[src/rtl/ipt_walker.sv]
module ipt_walker #(
  parameter int VPN_W  = 20,
  parameter int PID_W  = 8,
  parameter int FLAG_W = 4,
  parameter int IDX_W  = 6,
  parameter int ADDR_W = 16,
  parameter int PROBES = 4,
  parameter int CNT_W  = $clog2(PROBES + 1),
  parameter int ENT_W  = 1 + FLAG_W + PID_W + VPN_W
) (
  input  logic              clk,
  input  logic              rst_n,
  input  logic [ADDR_W-1:0] tbl_base,
  input  logic              req_valid,
  output logic              req_ready,
  input  logic [VPN_W-1:0]  req_vpn,
  input  logic [PID_W-1:0]  req_pid,
  output logic              rsp_valid,
  output logic              rsp_hit,
  output logic              rsp_fault,
  output logic [IDX_W-1:0]  rsp_pfn,
  output logic [FLAG_W-1:0] rsp_flags,
  output logic [CNT_W-1:0]  rsp_probes,
  output logic              mem_rd_en,
  output logic [ADDR_W-1:0] mem_rd_addr,
  input  logic [ENT_W-1:0]  mem_rd_data
);

  typedef enum logic {S_IDLE, S_CHECK} state_t;

  state_t            st;
  logic [VPN_W-1:0]  vpn_q;
  logic [PID_W-1:0]  pid_q;
  logic [IDX_W-1:0]  slot_q;
  logic [CNT_W-1:0]  cnt_q;

  function automatic logic [IDX_W-1:0] fold(input logic [VPN_W-1:0] v,
                                           input logic [PID_W-1:0] p);
    logic [VPN_W-1:0] x;
    logic [IDX_W-1:0] h;
    x = v ^ VPN_W'(p);
    h = '0;
    for (int i = 0; i < VPN_W; i++) h[i % IDX_W] ^= x[i];
    return h;
  endfunction

  wire [VPN_W-1:0]  e_vpn   = mem_rd_data[VPN_W-1:0];
  wire [PID_W-1:0]  e_pid   = mem_rd_data[VPN_W +: PID_W];
  wire [FLAG_W-1:0] e_flags = mem_rd_data[VPN_W+PID_W +: FLAG_W];
  wire              e_valid = mem_rd_data[ENT_W-1];

  wire accept = req_valid && (st == S_IDLE);
  wire match  = e_valid && (e_vpn == vpn_q) && (e_pid == pid_q);
  wire last   = (cnt_q == CNT_W'(PROBES - 1));
  wire done   = (st == S_CHECK) && (match || !e_valid || last);

  wire [IDX_W-1:0] next_slot = slot_q + 1'b1;
  wire [IDX_W-1:0] rd_slot   = accept ? fold(req_vpn, req_pid) : next_slot;

  assign req_ready   = (st == S_IDLE);
  assign mem_rd_en   = accept || ((st == S_CHECK) && !done);
  assign mem_rd_addr = tbl_base + ADDR_W'(rd_slot);

  always_ff @(posedge clk) begin
    if (!rst_n) begin
      st         <= S_IDLE;
      vpn_q      <= '0;
      pid_q      <= '0;
      slot_q     <= '0;
      cnt_q      <= '0;
      rsp_valid  <= 1'b0;
      rsp_hit    <= 1'b0;
      rsp_fault  <= 1'b0;
      rsp_pfn    <= '0;
      rsp_flags  <= '0;
      rsp_probes <= '0;
    end else begin
      rsp_valid <= done;
      if (accept) begin
        st     <= S_CHECK;
        vpn_q  <= req_vpn;
        pid_q  <= req_pid;
        slot_q <= rd_slot;
        cnt_q  <= '0;
      end else if (st == S_CHECK) begin
        if (done) begin
          st         <= S_IDLE;
          rsp_hit    <= match;
          rsp_fault  <= !match;
          rsp_pfn    <= slot_q;
          rsp_flags  <= match ? e_flags : '0;
          rsp_probes <= cnt_q + 1'b1;
        end else begin
          slot_q <= next_slot;
          cnt_q  <= cnt_q + 1'b1;
        end
      end
    end
  end

endmodule


[config.mk]
export PLATFORM = sky130hd
export DESIGN_NAME = ipt_walker
export DESIGN_NICKNAME = d
export VERILOG_FILES = /design/src/rtl/ipt_walker.sv
export SDC_FILE = /design/constraint.sdc
export NUM_CORES = 1
export LEC_CHECK = 0
export BUFFER_PORTS_ARGS = -buffer_cell sky130_fd_sc_hd__buf_2
export CORE_MARGIN = 3
export CORE_UTILIZATION = 45
export CTS_CLUSTER_SIZE = 24
export DETAILED_ROUTE_END_ITERATION = 10
export PLACE_DENSITY = 0.82
export SLEW_MARGIN = 20
export SYNTH_ARGS = -nofsm -noshare
export SYNTH_HDL_FRONTEND = slang
export SYNTH_SLANG_ARGS = --single-unit
[constraint.sdc]
create_clock -name clk -period 2.7 [get_ports clk]
set_input_delay 0.135 -clock clk [delete_from_list [all_inputs] [get_ports clk]]
set_output_delay 0.135 -clock clk [all_outputs]
set_load 0.05 [all_outputs]
Yosys cells after proc, flatten, opt, wreduce, memory -nomap -nowiden
Index checks and enable logic that the tools add are counted.

Latch bits: 0. Logic and storage cells: 61. ROM bits: 0. Output and inout bits: 34. Flip-flop bits (word level): 54. Memories kept: 0. Memory bits (writable): 0.

Add/sub/neg operators: 3. Equality and inequality tests: 4. Bitwise logic cells: 19. Reduce and logical (&&, ||, !) cells: 16. Div/mod/pow operators: 0. Order comparisons: 0. Multiply operators: 0. Shift-type cells: 0. Muxes and demuxes: 8.

Operators with widths (count): 6-bit 2-to-1 mux (4); 20-bit == test (1); 20-bit by 8-bit XOR with 20-bit output (1); 16-bit by 6-bit adder with 16-bit output (1); 1-bit XOR (14); 8-bit == test (1); 6-bit by 1-bit adder with 6-bit output (second input constant) (1); 1-bit logical AND (5); 4-bit 2-to-1 mux (1); 1-bit NOT (4); 2-bit AND reduction (2); 3-bit by 1-bit adder with 3-bit output (second input constant) (1); 3-bit by 2-bit == test with 1-bit output (second input constant) (1); 1-bit zero test (3); 1-bit logical OR (3); 1-bit 2-to-1 mux (3); 3-bit AND reduction (1); 2-bit != test (second input constant) (1); 2-bit nonzero test (1); 2-bit OR reduction (1).

Logic depth before layout (Yosys ltp)
Depth after elaboration: 9. Depth in mapped cells: 13. Mapped depth without buffers: 13.

Least setup slack after synthesis
No wires, ideal clock.

Path type: register -> output. Start point: reg st. End point: out mem_rd_addr[8]. Stages on the path, launching flop included: 14. Buffers on the path: 2. Required time: 2.565 ns. Data arrival time: 3.122 ns. Setup slack: -0.557 ns. Path through: dfxtp_1 > nor2b_1 > clkbuf_1 > clkbuf_1 > a21oi_1 > ha_1 > inv_1 > fa_1 > nor2b_1 > o21ai_0 > a21boi_0 > o21ai_0 > a21oi_1 > xor2_1.

Cells in the longest elaborated chain, start to end: 4.

RTL lines: start: declaration (RTL line 31) `state_t st;`; start signal: assignment (RTL line 66) `st <= S_IDLE;`; start signal: assignment (RTL line 80) `st <= S_CHECK;`; start signal: assignment (RTL line 87) `st <= S_IDLE;`; 1-bit NOT (RTL line 52) `wire accept = req_valid && (st == S_IDLE);`; 1-bit logical AND (RTL line 52); 6-bit 2-to-1 mux (RTL line 58) `wire [IDX_W-1:0] rd_slot = accept ? fold(req_vpn, req_pid) : next_slot;`; 16-bit by 6-bit adder with 16-bit output (RTL line 62) `assign mem_rd_addr = tbl_base + ADDR_W'(rd_slot);`; end: declaration (RTL line 25) `output logic [ADDR_W-1:0] mem_rd_addr,`.

No other way between the ends.

Worst setup path in the final report
Start point: reg st. End point: out mem_rd_addr[14].

The elaborated chain is that of the path after synthesis.

==> metrics.yaml <==
place:
  port_buffers: 113
  dpl_worst_slack_ps: -211
  place.gp.congestion: 0.840
  hpwl_um: 6220
synth:
  synth_simple_gate_area_share_pct: 19.1
  synth-seq-cells: 54
  synth_cells: 380
  synth_top_family_by_area: "simple AND/OR/NAND/NOR gates"
  ys_warn_count: 0
  synth_fa_ha_area_share_pct: 4.33
  seq_area_frac_synth_pct: 35.3
  synthMuxAreaShare_pct: 5.23
  synth-xor-area-share_pct: 17.4
  syn_nets: 470
  ys_types: 42
  synth.area.top_cells: "dfxtp_1, nand2_1, xnor2_1"
  synth.avg_cell_area_um2: 8.06
  syn-cell-area_mm2: 0.00306
  yosys.area.top_type: "dfxtp_1"
  synth_compound_area_share_pct: 13.7
  synth_top_cell_area_share_pct: 35.3
worst_hold_path:
  hp-class: "in2reg"
  holdPathStages: 3
setup_path:
  startpoint: "st"
  critPathLaunchType: "flop"
  reg2reg_to: "slot_q[2]"
  path_max_fanout: 4
  cp.arrival_ps: 2790
  crit_type: "reg2out"
  r2r_setup_slack_ps: 410
  worstPathRequired_ps: 2570
  worst_setup_path_end_kind: "primary output"
  rr_startpoint: "vpn_q[7]"
  crit_path_end: "mem_rd_addr[14]"
  reg2reg_depth: 7
global_route:
  busiest_layer: "met2"
  grt_pass1_vias: 2961
  met2_usage_pct: 38.3
  grtUsageTotal_pct: 21.9
  grt_max_degree: 28
  grt_pass1_wl_um: 13600
  use_met1_pct: 25.8
  grt_overflow: 0
  grtUsageMet3_pct: 6.05
  antenna_found_initial: 1
drt:
  drt-wirelength-per-cell_um: 14.5
  first_pass_iters: 4
  vias: 3102
  drc: 0
  ant_nets: 0
  routed_via_density: 5.24
  drt_first_iter_violations: 185
  wl_um: 8570
die:
  fp.coreArea_mm2: 0.00646
  dieHeight_um: 88.5
  die_w_um: 88.5
  num_rows: 29
  ios: 114
  dieArea_mm2: 0.00783
  start_util_pct: 47.4
outcome:
  violations: "setup timing"
  status: "finished with violations"
pwr:
  vdd_drop_max_uv: 382
  p_leak_nw: 2.02
  power_density_mw_per_mm2: 526
clock_tree:
  hold_buffers: 0
  cts_tree: "done"
  cts_htree_levels: 2
  clkSinkCount: 54
  cts-root-buf: "clkbuf_8"
  cts_buffer_depth: 2
  cts_buffers: 5
  clock_latency_ps: 310
  cts.clk_slew.worst_paths_ps: 90
timing:
  grt_setup_unrepaired: "true"
  fin_ws_ps: -227
  fin_skew_ps: 7.76
  setup_viol: 11
  worst_slew_pin_slew_ps: 910
  slew_viol_final: 0
  fin_crit_ps: 2930
  relSlewSlack_pct: 39.3
  post-route-period-util_pct: 108
  fmax_mhz: 342
  hold_viol: 0
  setup_tns_ps: -1140
cells_and_area:
  nets: 603
  fillers: 494
  area_growth_pct: 44.0
  drive_above_1_share_pct: 39.7
job:
  drv_cap: 0
-- synth_stat cells (all sizes together) --
cell type,number
nand2,87
dfxtp,54
a21oi,42
xnor2,35
xor2,26
inv,20
mux2i,16
clkbuf,12
nor2,11
o21ai,11
ha,9
and2,6
nand3,5
nand4,5
a21boi,3
buf,3
nor2b,3
nor3,3
nor4,3
or3,3
a211oi,2
a21o,2
and3,2
o211ai,2
o21a,2
o22ai,2
or4,2
a221oi,1
a222oi,1
a22oi,1
a311oi,1
and4,1
clkinv,1
fa,1
o32a,1
or2,1
-- power breakdown --
part	switching, mW	leakage [nW]	internal (mW)
combinational	0.580	1.53	0.406
clock	0.254	0.0482	0.208
sequential	0.0338	0.443	0.839
-- worst min path at each step --
| stage | startpoint | endpoint | slack [ps] |
|---|---|---|---|
| after floorplan | req_pid[2] | pid_q[2] | 270 |
| after global placement | mem_rd_data[30] | rsp_flags[2] | 360 |
| after detailed placement | mem_rd_data[30] | rsp_flags[2] | 380 |
| after CTS | mem_rd_data[30] | rsp_flags[2] | 50 |
| after global routing | req_pid[0] | pid_q[0] | 80 |
| final | mem_rd_data[30] | rsp_flags[2] | 50 |
-- critical path, stage by stage, from the launching register on --
cell and delay, ps:
dfxtp_4 380, nor2b_4 170, nor2b_4 60, a21oi_2 110
ha_2 200, inv_2 40, fa_2 340, nor2b_2 140
o21ai_2 80, a21boi_2 200, buf_4 170, buf_6 90
o211ai_1 140, xnor2_2 170, buf_6 180
-- logic make-up after synthesis --
logic type      Yosys count
xor+xnor                 61
flops                    54
fa+ha+maj                10
mux                      16
compound gates           71
buf+inv                  36
simple gates            132
-- repair_timing --
action                                  4_1_cts  5_1_grt
gates resized for setup                      53       18
endpoints found under the setup margin       12       12
pin swaps                                    16        6
setup buffers                                 8        3
-- per-stage QoR --
stage | cells | hold slack (ps) | util (%) | power, mW | area, um^2
after global placement | 572 | 364 | 61.3 | 1.68 | 3960
after floorplan | 380 | 271 | - | 1.45 | 3250
final | 592 | 54.2 | 68.3 | 2.32 | 4410
after CTS | 588 | 54.8 | 66.9 | 2.26 | 4320
after detailed placement | 572 | 377 | 61.3 | 1.70 | 3960
after global routing | 592 | 76.3 | 68.3 | 2.44 | 4410
-- metal layers --
metal	part of all wire, %	vias up
met5	0	-
met4	2.9	0
met3	7.5	23
met2	51	101
met1	39	1446
li1	-	1532
-- final cells by class --
class / instances / area (um^2) / area share (%)
timing repair buffer: 141 / 862 / 19.6
multi-input combinational: 290 / 2190 / 49.6
clock buffer: 7 / 86.3 / 1.96
tap: 77 / 96.3 / 2.19
antenna: 1 / 2.50 / 0.0568
sequential: 54 / 1090 / 24.7
inverter: 21 / 81.3 / 1.84
clock inverter: 1 / 5.00 / 0.114
-- sequential cells by signal, indices dropped and copies added, names as in the netlist --
register,count
rsp_probes,3
st,1
rsp_flags,4
vpn_q,20
rsp_hit,1
rsp_fault,1
cnt_q,3
rsp_valid,1
pid_q,8
slot_q,6
rsp_pfn,6
-- cell usage in the layout, fill, tap and decap left out, drive strengths merged, types with 5 or more instances in the layout --
cell / count
buf: 141
nand2: 87
dfxtp: 54
a21oi: 42
xnor2: 35
xor2: 26
inv: 20
mux2i: 16
nor2: 11
o21ai: 11
ha: 9
clkbuf: 7
and2: 6
nand4: 5
nand3: 5
Power figures use the tool's default switching activity.
